$ cat src/rtl/prio_vec_seq.sv
module prio_vec_seq #(
  parameter int LANES = 8,
  parameter int WIDTH = 8
) (
  input  logic                     clk,
  input  logic                     rst_n,
  input  logic                     en,
  input  logic [LANES*WIDTH-1:0]   vec_in,
  input  logic [LANES-1:0]         prio_mask,
  output logic [WIDTH-1:0]         out_vec,
  output logic                     out_valid,
  output logic                     seq_done
);
  localparam int IW = $clog2(LANES);
  localparam logic [IW-1:0] LAST = IW'(LANES - 1);

  logic [LANES*WIDTH-1:0] held_vec;
  logic [LANES-1:0]       held_mask;
  logic [IW-1:0]          pos;
  logic                   busy;

  logic [LANES*WIDTH-1:0] src_vec;
  logic [LANES-1:0]       src_mask;
  logic [IW-1:0]          sel;

  // slot k of the two-pass scan: set bits high-to-low, then clear bits high-to-low
  function automatic logic [IW-1:0] pick(input logic [LANES-1:0] m, input logic [IW-1:0] k);
    logic [IW:0]   n;
    logic [IW-1:0] r;
    n = '0;
    r = '0;
    for (int i = LANES - 1; i >= 0; i--) begin
      if (m[i]) begin
        if (n == {1'b0, k}) r = IW'(i);
        n = n + (IW+1)'(1);
      end
    end
    for (int i = LANES - 1; i >= 0; i--) begin
      if (!m[i]) begin
        if (n == {1'b0, k}) r = IW'(i);
        n = n + (IW+1)'(1);
      end
    end
    return r;
  endfunction

  assign src_vec  = busy ? held_vec  : vec_in;
  assign src_mask = busy ? held_mask : prio_mask;
  assign sel      = pick(src_mask, pos);

  always_ff @(posedge clk or negedge rst_n) begin
    if (!rst_n) begin
      held_vec  <= '0;
      held_mask <= '0;
      pos       <= '0;
      busy      <= 1'b0;
      out_vec   <= '0;
      out_valid <= 1'b0;
      seq_done  <= 1'b0;
    end else if (!en) begin
      out_valid <= 1'b0;
      seq_done  <= 1'b0;
    end else begin
      out_vec   <= src_vec[sel*WIDTH +: WIDTH];
      out_valid <= 1'b1;
      seq_done  <= (pos == LAST);
      if (!busy) begin
        held_vec  <= vec_in;
        held_mask <= prio_mask;
      end
      if (pos == LAST) begin
        pos  <= '0;
        busy <= 1'b0;
      end else begin
        pos  <= pos + IW'(1);
        busy <= 1'b1;
      end
    end
  end
endmodule

$ cat config.mk
export PLATFORM = sky130hd
export DESIGN_NAME = prio_vec_seq
export DESIGN_NICKNAME = d
export VERILOG_FILES = /design/src/rtl/prio_vec_seq.sv
export SDC_FILE = /design/constraint.sdc
export NUM_CORES = 1
export LEC_CHECK = 0
export ABC_AREA = 1
export BUFFER_PORTS_ARGS = -buffer_cell sky130_fd_sc_hd__clkbuf_2
export CAP_MARGIN = 10
export CORE_UTILIZATION = 50
export DETAILED_ROUTE_END_ITERATION = 6
export PLACE_DENSITY = 0.7
export SETUP_SLACK_MARGIN = 0.1
export SYNTH_ARGS = -nofsm -noshare
export SYNTH_HDL_FRONTEND = slang
export SYNTH_SLANG_ARGS = --single-unit
$ cat constraint.sdc
create_clock -name clk -period 16 [get_ports clk]
set_input_delay 0.8 -clock clk [delete_from_list [all_inputs] [get_ports clk]]
set_output_delay 0.8 -clock clk [all_outputs]
set_load 0.01 [all_outputs]
Word-level counts from Yosys, hierarchy flattened
Index checks and enable logic that the tools add are counted.
- bits in registers: 86
- input bits: 75
- output and inout port bits: 10
- word-level logic and storage cells: 93
- $add $sub $neg: 15
- equal/unequal tests: 16
- shift operators: 1
- muxes and demuxes: 53
- reduce and logical (&&, ||, !) cells: 1
- operators by type and width (cell ; number):
    2-to-1 mux 3 bit ; 33
    2-to-1 mux 64 bit ; 1
    variable part select 64 x 7 -> 8 bit ; 1
    == test 4 x 3 -> 1 bit ; 15
    adder 4 x 1 -> 4 bit, second input constant ; 14
    2-to-1 mux 4 bit ; 14
    2-to-1 mux 8 bit ; 1
    2-to-1 mux 1 bit ; 4
    adder 3 x 1 -> 3 bit, second input constant ; 1
    == test 3 bit, second input constant ; 1
    zero test 3 bit ; 1

Depth between registers and ports, before layout
Gate-level depths: netlist of run 1.
- word-level depth: 34
- gate-level depth with buffers: 57
- gate-level depth less buffers: 56

Least setup slack after synthesis of run 1
OpenSTA, ideal clock, no wires.
- kind: in2reg
- start: input port prio_mask[7]
- end: register out_vec[6]
- setup time: 117 ps
- data arrival time: 8506 ps
- required time: 15883 ps
- slack: 7376 ps
- cell stages on the path: 53
- path buffers: 1
- cells stage by stage: nand2_1 > nand2_1 > inv_1 > ha_1 > inv_1 > nand3_1 > nand2_1 > ha_1 > or2_1 > and2_1 > ha_1 > nand2_1 > nand2_1 > ha_1 > nand2_1 > nand2_1 > ha_1 > or2_2 > [... 17 more ...] > ha_1 > nand2_1 > nand2_2 > ha_1 > nand2_1 > nand2_2 > ha_1 > or2_2 > nand2_1 > xor2_1 > nor2_2 > nand3_4 > nand3_2 > buf_4 > nand3_1 > nand3_1 > nand3_1 > nand2_1
- longest elaborated chain between the ends: 34
- elaborated cells on any way between the ends: 77
- classes of those cells: add/sub (14); eq/ne (15); shift (1); mux (47)
- RTL lines (what ; RTL line ; text):
    start, declared ; 9 ; input logic [LANES-1:0] prio_mask,
    2-to-1 mux 8 bit * ; n/a ;
    via src_mask[7] ; 23 ; logic [LANES-1:0] src_mask;
    2-to-1 mux 1 bit ; 33 ; if (m[i]) begin
    adder 4 x 1 -> 4 bit / == test 4 x 3 -> 1 bit (equally long branches) ; 35, 34 ;
    2-to-1 mux 4 bit / 2-to-1 mux 3 bit (equally long branches) ; 33, 34 ;
    adder 4 x 1 -> 4 bit, or another cell as far along ; 35 ; n = n + (IW+1)'(1);
    2-to-1 mux 4 bit / 2-to-1 mux 3 bit (equally long branches) ; 33, 34 ;
    adder 4 x 1 -> 4 bit, or another cell as far along ; 35 ;
    [... 19 more ...] ; n/a ;
    adder 4 x 1 -> 4 bit, or another cell as far along ; 41 ; n = n + (IW+1)'(1);
    2-to-1 mux 4 bit / 2-to-1 mux 3 bit (equally long branches) ; 39, 40 ;
    adder 4 x 1 -> 4 bit, or another cell as far along ; 41 ;
    2-to-1 mux 4 bit / 2-to-1 mux 3 bit (equally long branches) ; 39, 40 ;
    == test 4 x 3 -> 1 bit / 2-to-1 mux 3 bit (equally long branches) ; 40, 39 ;
    2-to-1 mux 3 bit ; 40 ; if (n == {1'b0, k}) r = IW'(i);
    2-to-1 mux 3 bit * ; 39 ; if (!m[i]) begin
    variable part select 64 x 7 -> 8 bit * ; 64 ; out_vec <= src_vec[sel*WIDTH +: WIDTH];
    end signal, assigned ; 64 ;
    end, declared ; 10 ; output logic [WIDTH-1:0] out_vec,
The timed path passes the listed nets; every way through them passes the cells marked *.
A chain may end at the register's enable or synchronous reset.

Worst setup path after layout of run 1
- start: register busy
- end: register out_vec[4]
- longest elaborated chain between the ends: 34
- elaborated cells on any way between the ends: 78
- classes of those cells: add/sub (14); eq/ne (15); shift (1); mux (48)
- RTL lines (what ; RTL line ; text):
    start, declared ; 20 ; logic busy;
    start signal, assigned ; 56 ; busy <= 1'b0;
    start signal, assigned ; 73 ; busy <= 1'b0;
    start signal, assigned ; 76 ; busy <= 1'b1;
    2-to-1 mux 8 bit * ; n/a ;
    via src_mask[7] ; 23 ;
    2-to-1 mux 1 bit ; 33 ;
    adder 4 x 1 -> 4 bit / == test 4 x 3 -> 1 bit (equally long branches) ; 35, 34 ;
    2-to-1 mux 4 bit / 2-to-1 mux 3 bit (equally long branches) ; 33, 34 ;
    adder 4 x 1 -> 4 bit, or another cell as far along ; 35 ;
    2-to-1 mux 4 bit / 2-to-1 mux 3 bit (equally long branches) ; 33, 34 ;
    adder 4 x 1 -> 4 bit, or another cell as far along ; 35 ;
    [... 19 more ...] ; n/a ;
    adder 4 x 1 -> 4 bit, or another cell as far along ; 41 ;
    2-to-1 mux 4 bit / 2-to-1 mux 3 bit (equally long branches) ; 39, 40 ;
    adder 4 x 1 -> 4 bit, or another cell as far along ; 41 ;
    2-to-1 mux 4 bit / 2-to-1 mux 3 bit (equally long branches) ; 39, 40 ;
    == test 4 x 3 -> 1 bit / 2-to-1 mux 3 bit (equally long branches) ; 40, 39 ;
    2-to-1 mux 3 bit ; 40 ;
    2-to-1 mux 3 bit * ; 39 ;
    variable part select 64 x 7 -> 8 bit * ; 64 ;
Marked as above.

==> out/results.tsv, run 1 <==
stage	metric	value	unit
status	outcome	finished clean	
place	hpwlAfterDp	13200	microns
clocking	cts_tree	built	
detailed_routing	route.detailed.drc	0	
worst_setup_path	slowest_delay	0.68	ns
worst_setup_path	crit_family	simple AND/OR/NAND/NOR gates	
worst_setup_path	path_class	reg -> reg	
timing	rsz0062_at_grt	no	
die	rows	42	
place	globalplace.congestion	0.924	
global_route	antenna_found_initial	0	
worst_setup_path	startpoint_type	flop	
global_route	overflow	0	
finish	final_common_cell	nand2_1	
timing	slew_violations	0	
worst_setup_path	critPathMaxFanout	35	
clocking	clk_latency	0.33	ns
clocking	post_cts_resized	0	
logic_synthesis	synth_area	0.00674	sq mm
timing	tightestPinTransition	0.908	ns
timing	finalSetupTns	0	ns
die	dieArea	0.0139	sq mm
clocking	numCtsBuffers	9	
timing	setup_violations	0	
clocking	hold_buffers	0	
worst_setup_path	crit_slowest_cell	dfrtp_4	
timing	holdWs	0.421	ns
logic_synthesis	synth_area_per_cell	7.18	sq um
logic_synthesis	synth_cell_types	37	
timing	finalCriticalPeriod	10.25	ns
clocking	clk_pin_slew_worst_paths	0.06	ns
clocking	cts_setup_buffers	0	
logic_synthesis	ys_ff_latch	86	
detailed_routing	drt_iter0_markers	567	
clocking	cts-root-buf	clkbuf_16	
finish	drive_gt1_frac	0.200	
timing	hold_viol	0	
detailed_routing	wire_per_inst	15.2	microns
die	pin_count	85	
die	start_util	0.511	
timing	timing.fmax	97.6	MHz
finish	nNetsFinal	1087	
logic_synthesis	syn_nets	1030	
timing	fin_worst_skew	0.00697	ns
job	maxCapViolCount	0	
logic_synthesis	synth-seq-area-share	0.319	
min_path	holdCritPathClass	in -> async	
place	io_buffers	84	
clocking	cts_sinks	86	
global_route	grt_start_max_net_pins	90	
global_route	grt_pass1_vias	5919	
detailed_routing	first_pass_iters	6	
logic_synthesis	synthCells	938	
global_route	grt_usage	0.265	
die	dieWidth	118	microns
finish	antennaDiodeCount	0	
clocking	clockBufferDepth	2	
finish	final_cell_mix	259 x nand2_1, 151 x nand3_1, 85 x dfrtp_1, 83 x o21ai_0, 83 x clkbuf_2	
detailed_routing	ant_nets	0	
finish	multi_input_area	0.00412	sq mm
worst_setup_path	r2r_setup_slack	5.75	ns
detailed_routing	vias	6450	
clocking	cts.htree.levels	3	
timing	fin_crit_sh	0.641	
finish	final_util	0.570	
worst_setup_path	cp-end-kind	flop	
worst_setup_path	crit_arrival	10.47	ns
worst_setup_path	crit_path_frequent_cell	nand2_1	
place	placed_cells_incl_taps	1160	
logic_synthesis	yosys_warnings	0	
die	coreArea	0.0132	sq mm
global_route	grt_first_pass_wirelength	29600	microns
finish	final-seq-area	0.00216	sq mm
timing	relSlewSlack	0.387	
detailed_routing	viasPerCell	5.48	
die	chipHeight	118	microns
finish	fillers	1300	
finish	fin_cells	1176	
finish	area_delta_synth_final	11.6	%
worst_setup_path	critPathBufInv	4	
detailed_routing	postRouteWirelength	17800	microns
worst_setup_path	worstPathRequired	16.21	ns
## worst paths after layout
kind,from,end,cells after the start
worst max register to register,busy,out_vec[4],54
worst max-delay path,busy,out_vec[4],54
min in group clk,held_mask[0],held_mask[0],2
worst min register to register,held_mask[0],held_mask[0],2
max in group asynchronous,rst_n,busy,2
worst min-delay path,rst_n,held_vec[55],1
## worst reg2reg max path: cells and delay by family, from the launching register on
kind / cells / cell delay (ns)
xor gates and xnor gates: 1 / 0.07
adders and majority gates: 13 / 3.73
buffers and inverters: 4 / 0.61
DFF: 1 / 0.68
and+or+nand+nor: 36 / 5.04
## cells in the mapped netlist
| cell type | n | area, sq um |
|---|---|---|
| nand2_1 | 259 | 972 |
| nand3_1 | 151 | 756 |
| dfrtp_1 | 86 | 2150 |
| o21ai_0 | 83 | 415 |
| mux2i_1 | 64 | 641 |
| inv_1 | 52 | 195 |
| nand2_2 | 46 | 288 |
| nor2_1 | 32 | 120 |
| clkbuf_1 | 20 | 75.1 |
| ha_1 | 17 | 213 |
| nand3_2 | 17 | 170 |
| a21oi_1 | 15 | 75.1 |
| inv_2 | 15 | 56.3 |
| xor2_1 | 14 | 123 |
| buf_2 | 9 | 45.0 |
| buf_1 | 6 | 22.5 |
| nand2_4 | 6 | 67.6 |
| nand4_1 | 5 | 31.3 |
| or2_1 | 5 | 31.3 |
| buf_4 | 4 | 30.0 |
| buf_6 | 3 | 33.8 |
| nor2_2 | 3 | 18.8 |
| o2111ai_1 | 3 | 26.3 |
| o21ai_1 | 3 | 15.0 |
| o21ai_2 | 3 | 26.3 |
| a211oi_1 | 2 | 15.0 |
| clkinv_1 | 2 | 7.51 |
| nor3_1 | 2 | 10.0 |
| o21bai_1 | 2 | 15.0 |
| or2_2 | 2 | 12.5 |
| and2_1 | 1 | 6.26 |
| nand3_4 | 1 | 17.5 |
| nor2_4 | 1 | 11.3 |
| nor2_8 | 1 | 20.0 |
| o211ai_1 | 1 | 7.51 |
| o311ai_0 | 1 | 8.76 |
| xnor2_1 | 1 | 8.76 |
## final cells by class
cell class              count  share of cell area
inverters                  69              0.0346
clock buffers              12              0.0341
clock inverters             4             0.00732
repair buffers             88              0.0602
multi-input cells         741               0.548
well taps                 176              0.0293
flip-flops and latches     86               0.287
## layer usage
layer  part of all wire  GRT usage  routed length (microns)  vias to the layer above
li1                   -          -                        -                     3232
met1               0.51      0.400                     9010                     3021
met2               0.44      0.403                     7880                      185
met3              0.043     0.0368                      766                       12
met4             0.0095     0.0537                      170                        0
met5                  0          0                        0                        -
## through the flow
stage	setup slack, ns	area (sq um)
floorplan	7.38	6740
global placement	5.95	7210
detailed placement	5.82	7210
CTS	5.80	7520
global route	4.99	7520
finish	5.75	7520
## logic make-up after synthesis
| group | share of synthesized area |
|---|---|
| flops | 0.319 |
| mux | 0.0951 |
| buf+inv | 0.0691 |
| fa+ha+maj | 0.0316 |
| simple gates | 0.376 |
| xor+xnor | 0.0195 |
| compound gates | 0.0897 |
## sequential cells by signal, indices dropped and copies added (netlist names)
signal and cells:
held_mask 8, seq_done 1, busy 1, held_vec 64
pos 3, out_vec 8, out_valid 1
Power of run 1 is not shown: default switching activity piles up to over one toggle a cycle in this logic, so the estimate is an artifact.
==> run 2, diff against run 1 <==
==> constraint.sdc (replaced) <==
create_clock -name clk -period 10.75 [get_ports clk]
set_input_delay 0.5375 -clock clk [delete_from_list [all_inputs] [get_ports clk]]
set_output_delay 0.5375 -clock clk [all_outputs]
set_load 0.01 [all_outputs]
==> out/results.tsv, run 2 (same netlist as run 1, synthesis figures left out) <==
stage	metric	value	unit	change
clocking	cts.htree.levels	3		unchanged
detailed_routing	viasPerCell	5.42		-1.2%
finish	nNetsFinal	1091		+0.37%
clocking	clk_pin_slew_worst_paths	0.06	ns	about the same
timing	tightestPinTransition	0.949	ns	+0.0416 ns
timing	relSlewSlack	0.367		-0.0200
global_route	grt_util_met1	0.404		+0.00360
worst_setup_path	cp-end-kind	flop		
finish	final_common_cell	nand2_1		
finish	area_delta_synth_final	12.0	%	
worst_setup_path	critPathMaxFanout	33		-5.7%
worst_setup_path	crit_arrival	10.04	ns	-0.43 ns
die	chipHeight	118	microns	unchanged
die	rows	42		unchanged
finish	reg_top3	held_vec (64), held_mask (8), out_vec (8)		
clocking	cts_sinks	86		unchanged
worst_setup_path	slowest_delay	0.67	ns	about the same
detailed_routing	ant_nets	0		unchanged
min_path	holdCritPathClass	in -> async		
clocking	clockBufferDepth	2		unchanged
die	dieArea	0.0139	sq mm	unchanged
timing	fin_crit_sh	0.913		+0.272
global_route	grt_first_pass_wirelength	29700	microns	+0.47%
detailed_routing	wire_per_inst	15.0	microns	-0.75%
timing	setup_violations	0		unchanged
timing	fin_worst_skew	0.00515	ns	-0.00182 ns
finish	largest_reg_flops	64		unchanged
clocking	clk_latency	0.34	ns	about the same
clocking	numCtsBuffers	9		unchanged
place	io_buffers	84		unchanged
global_route	grt_pass1_vias	5921		+0.034%
die	coreArea	0.0132	sq mm	unchanged
finish	antennaDiodeCount	0		unchanged
status	outcome	finished clean		
worst_setup_path	path_class	reg -> reg		
job	maxCapViolCount	0		unchanged
finish	drive_gt1_frac	0.203		+0.00259
global_route	grt.busiest_layer	met1		
clocking	cts_tree	built		
worst_setup_path	critPathBufInv	5		+1
worst_setup_path	crit_path_frequent_cell	nand2_1		
die	pin_count	85		unchanged
worst_setup_path	worstPathRequired	10.98	ns	-5.23 ns
worst_setup_path	crit_slowest_cell	dfrtp_4		
timing	finalCriticalPeriod	9.82	ns	-0.436 ns
timing	finalSetupTns	0	ns	unchanged
detailed_routing	drt_iter0_markers	533		-6.0%
worst_setup_path	startpoint_type	flop		
timing	hold_viol	0		unchanged
timing	rsz0062_at_grt	no		
global_route	grt_start_max_net_pins	83		-7.8%
die	start_util	0.511		unchanged
place	hpwlAfterDp	12900	microns	-2.1%
finish	final_cell_mix	258 x nand2_1, 151 x nand3_1, 85 x dfrtp_1, 83 x o21ai_0, 83 x clkbuf_2		
die	dieWidth	118	microns	unchanged
worst_setup_path	crit_family	simple AND/OR/NAND/NOR gates		
clocking	cts-root-buf	clkbuf_16		
detailed_routing	first_pass_iters	7		+1
global_route	antenna_found_initial	0		unchanged
finish	regMostFlops	held_vec		
global_route	grt_usage	0.265		-0.000587
place	globalplace.congestion	0.925		+0.13%
global_route	use_met2	0.383		-0.0206
detailed_routing	postRouteWirelength	17700	microns	-0.58%
global_route	overflow	0		unchanged
detailed_routing	vias	6386		-0.99%
detailed_routing	route.detailed.drc	0		unchanged
timing	timing.fmax	102	MHz	+4.4%
timing	slew_violations	0		unchanged
global_route	met3_usage	0.0383		+0.00145
[run 2: cell types whose count changed in the layout (fill, tap and decap cells not counted), sizes merged]
cell      before  now
clkinv         4    3
clkinvlp       1    2
clkbuf        95   93
nand3        169  170
buf            5    8
[run 2: cell type report]
class                   instances  area, sq um
inverters                      69          260
well taps                     176          220
fillers                      1245         5640
flip-flops and latches         86         2160
clock buffers                  10          229
clock inverters                 4         50.0
repair buffers                 91          475
multi-input cells             742         4160
[run 2: worst register-to-register path, delay by kind of cell (launching register included)]
family / cells / cell delay, ns
AND/OR/NAND/NOR: 35 / 4.43
adder cells (fa/ha/maj): 13 / 3.73
buffers and inverters: 5 / 0.80
flip-flops: 1 / 0.67
XOR/XNOR: 1 / 0.09
[run 2: layer usage]
layer	routed length (microns)	share of wire	up-vias
li1	-	-	3244
met3	1060	0.060	26
met4	317	0.018	0
met1	8730	0.49	2895
met5	0	0	-
met2	7600	0.43	221
[run 2: metrics by stage]
stage                     area [sq um]  worst slack (ns)  std cells  utilization  hold WS [ns]
after floorplan                   6740              2.38        938            -         0.242
after global placement            7210             0.734       1160        0.547         0.389
after detailed placement          7210             0.593       1160        0.547         0.389
after CTS                         7490             0.544       1174        0.568        0.0270
after global routing              7550             0.113       1178        0.572        0.0319
final                             7550             0.935       1178        0.572        0.0274
[run 2: timing repair]
action / 4_1_cts / 5_1_grt
gates resized for setup: 0 / 4
hold buffers: 0 / 0
endpoints found under the hold margin: 0 / 0
buffers inserted: 0 / 3
setup endpoints to repair: 0 / 8
[run 2: path summary, 6_finish.rpt]
kind                         startpoint      endpoint  slack, ns  cells past startpoint
max                                busy    out_vec[0]       0.93                     54
min                               rst_n  held_vec[50]       0.03                      1
max reg2reg                        busy    out_vec[0]       0.93                     54
min reg2reg                held_vec[61]  held_vec[61]       0.48                      2
max in group asynchronous         rst_n          busy       9.44                      2
min in group clk           held_vec[61]  held_vec[61]       0.48                      2
Power of run 2 is left out for the same reason.
==> run 3, diff against run 2 <==
--- a/config.mk
+++ b/config.mk
@@ -5,8 +5,7 @@
 export SDC_FILE = /design/constraint.sdc
 export NUM_CORES = 1
 export LEC_CHECK = 0
-export ABC_AREA = 1
-export BUFFER_PORTS_ARGS = -buffer_cell sky130_fd_sc_hd__clkbuf_2
+export BUFFER_PORTS_ARGS = -buffer_cell sky130_fd_sc_hd__buf_2
 export CAP_MARGIN = 10
 export CORE_UTILIZATION = 50
 export DETAILED_ROUTE_END_ITERATION = 6
==> out/results.tsv, run 3 <==
stage	metric	value	unit	change
place	hpwlAfterDp	13000	microns	+0.98%
finish	area_delta_synth_final	14.7	%	
detailed_routing	wire_per_inst	18.4	microns	+22%
finish	antennaDiodeCount	0		unchanged
logic_synthesis	synth_area_per_cell	10.3	sq um	+43%
finish	largest_reg_flops	64		unchanged
timing	slew_violations	0		unchanged
timing	timing.fmax	98.7	MHz	-3.1%
clocking	clockBufferDepth	2		unchanged
timing	rsz0062_at_grt	no		
detailed_routing	drt_iter0_markers	314		-41%
timing	fin_crit_sh	0.943		+0.0296
finish	reg_top3	held_vec (64), held_mask (8), out_vec (8)		
logic_synthesis	yosysMostFrequentCell	mux2i_1		
finish	final_cell_mix	123 x mux2i_1, 85 x dfrtp_1, 83 x buf_2, 69 x mux2_2, 53 x xnor2_1		
logic_synthesis	synth-seq-area-share	0.301		-0.0186
place	io_buffers	84		unchanged
worst_setup_path	crit_path_frequent_cell	ha_1		
die	rows	43		+2.4%
timing	relSlewSlack	0.272		-0.0951
global_route	grt_first_pass_wirelength	28300	microns	-4.9%
place	globalplace.congestion	0.939		+1.5%
timing	tightestPinTransition	1.09	ns	+0.143 ns
timing	setup_violations	0		unchanged
logic_synthesis	syn_nets	790		-23%
die	pin_count	85		unchanged
logic_synthesis	yosys_warnings	0		unchanged
finish	regMostFlops	held_vec		
clocking	clk_latency	0.34	ns	about the same
logic_synthesis	synth_cell_types	68		+84%
logic_synthesis	netlist_top_cells_area	dfrtp_1 30%, mux2i_1 18%, mux2_2 11%		
worst_setup_path	cp-end-kind	flop		
finish	nNetsFinal	870		-20%
status	outcome	finished clean		
global_route	antenna_found_initial	0		unchanged
logic_synthesis	synth-edff-count	0		unchanged
clocking	numCtsBuffers	9		unchanged
detailed_routing	postRouteWirelength	17700	microns	-0.21%
timing	finalCriticalPeriod	10.13	ns	+0.318 ns
finish	final_util	0.589		+0.0168
die	coreArea	0.0139	sq mm	+5.6%
detailed_routing	viasPerCell	5.95		+9.8%
clocking	cts-root-buf	clkbuf_16		
worst_setup_path	critPathBufInv	6		+1
detailed_routing	ant_nets	0		unchanged
global_route	overflow	0		unchanged
logic_synthesis	synthArstFlopShare	1.00		unchanged
worst_setup_path	slowest_delay	0.56	ns	-0.11 ns
global_route	grt_start_max_net_pins	65		-22%
clocking	cts_tree	built		
logic_synthesis	synth_top_area_frac	0.301		-0.0186
detailed_routing	vias	5731		-10%
logic_synthesis	ys_ff_latch	86		unchanged
timing	hold_viol	0		unchanged
clocking	hold_buffers	0		unchanged
detailed_routing	route.detailed.drc	0		unchanged
global_route	grt_pass1_vias	5613		-5.2%
clocking	cts_sinks	86		unchanged
clocking	cts.htree.levels	3		unchanged
global_route	grt_usage	0.245		-0.0199
finish	final_common_cell	mux2i_1		
worst_setup_path	path_class	reg -> reg		
timing	holdWs	0.0978	ns	+0.0704 ns
logic_synthesis	synthCells	698		-26%
timing	fin_worst_skew	0.00488	ns	-0.000269 ns
min_path	holdCritPathClass	in -> async		
logic_synthesis	synth_common_cells	126 x mux2i_1, 86 x dfrtp_1, 69 x mux2_2		
worst_setup_path	worstPathRequired	10.94	ns	-0.04 ns
worst_setup_path	crit_slowest_cell	dfrtp_4		
die	dieWidth	122	microns	+3.0%
worst_setup_path	crit_family	adder cells		
worst_setup_path	crit_arrival	10.33	ns	+0.29 ns
place	placed_cells_incl_taps	941		-19%
worst_setup_path	startpoint	busy		
die	chipHeight	122	microns	+3.0%
clocking	clk_pin_slew_worst_paths	0.06	ns	about the same
worst_setup_path	r2r-start	busy		
job	maxCapViolCount	0		unchanged
logic_synthesis	yosys.area.top_type	dfrtp_1		
logic_synthesis	synth_flop_cell	dfrtp_1		
finish	drive_gt1_frac	0.301		+0.0988
finish	fin_cells	963		-18%
die	dieArea	0.0148	sq mm	+6.1%
worst_setup_path	critPathMaxFanout	20		-39%
logic_synthesis	synth_area	0.00716	sq mm	+6.2%
die	start_util	0.514		+0.00269
detailed_routing	first_pass_iters	5		-2
worst_setup_path	startpoint_type	flop		
-- run 3: logic make-up (layout without fill, tap and decap cells) --
logic type               after synthesis  after routing  synth area share
adder cells (fa/ha/maj)               18             18            0.0311
buffers and inverters                 62            147            0.0435
AO/OA/AOI/OAI                         97             97            0.0944
multiplexers                         198            198             0.291
AND/OR/NAND/NOR                      151            151             0.103
flip-flops                            86             86             0.301
XOR/XNOR                              86             86             0.136
-- run 3: worst reg2reg max path, delay by kind of cell (launching register included) --
family                   cells  cell delay, ns
adder cells (fa/ha/maj)     12            3.64
flip-flops                   1            0.56
AO/OA/AOI/OAI               12            1.69
buffers and inverters        6            0.62
multiplexers                 4            0.97
XOR/XNOR                     1            0.15
AND/OR/NAND/NOR             18            2.38
-- run 3: cell type report --
class / count / area (sq um)
Clock buffer: 9 / 225
Clock inverter: 7 / 72.6
Fill cell: 1169 / 5730
Inverter: 16 / 60.1
Multi-Input combinational cell: 550 / 4800
Sequential cell: 86 / 2160
Tap cell: 180 / 225
Timing Repair Buffer: 115 / 667
-- run 3: final timing paths --
path / to / slack (ns) / depth (start not counted)
max: out_vec[5] / 0.62 / 53
min: held_vec[10] / 0.1 / 1
max reg2reg: out_vec[5] / 0.62 / 53
min reg2reg: out_vec[4] / 0.50 / 2
max in group asynchronous: busy / 9.47 / 2
min in group clk: held_vec[22] / 0.44 / 2
-- run 3: through the flow --
step,setup slack (ns),TNS [ns],cell area (sq um)
after floorplan,0.610,0,7160
after global placement,0.311,0,7750
after detailed placement,-0.235,-1.56,7750
after CTS,0.106,0,8080
after global routing,0.0679,0,8210
final,0.617,0,8210
-- run 3: per-layer routing --
layer,routed length [microns],part of all wire,track usage,up-vias
li1,-,-,-,2712
met1,7890,0.45,0.333,2805
met5,0,0,0,-
met3,963,0.054,0.0384,30
met4,450,0.025,0.0903,0
met2,8380,0.47,0.393,184
-- run 3: timing repair --
action / in CTS / in global routing
gates cloned: 0 / 0
pin swaps: 0 / 3
resized for setup: 5 / 20
buffers inserted: 2 / 3
setup endpoints to repair: 8 / 8
Power of run 3 is left out for the same reason.
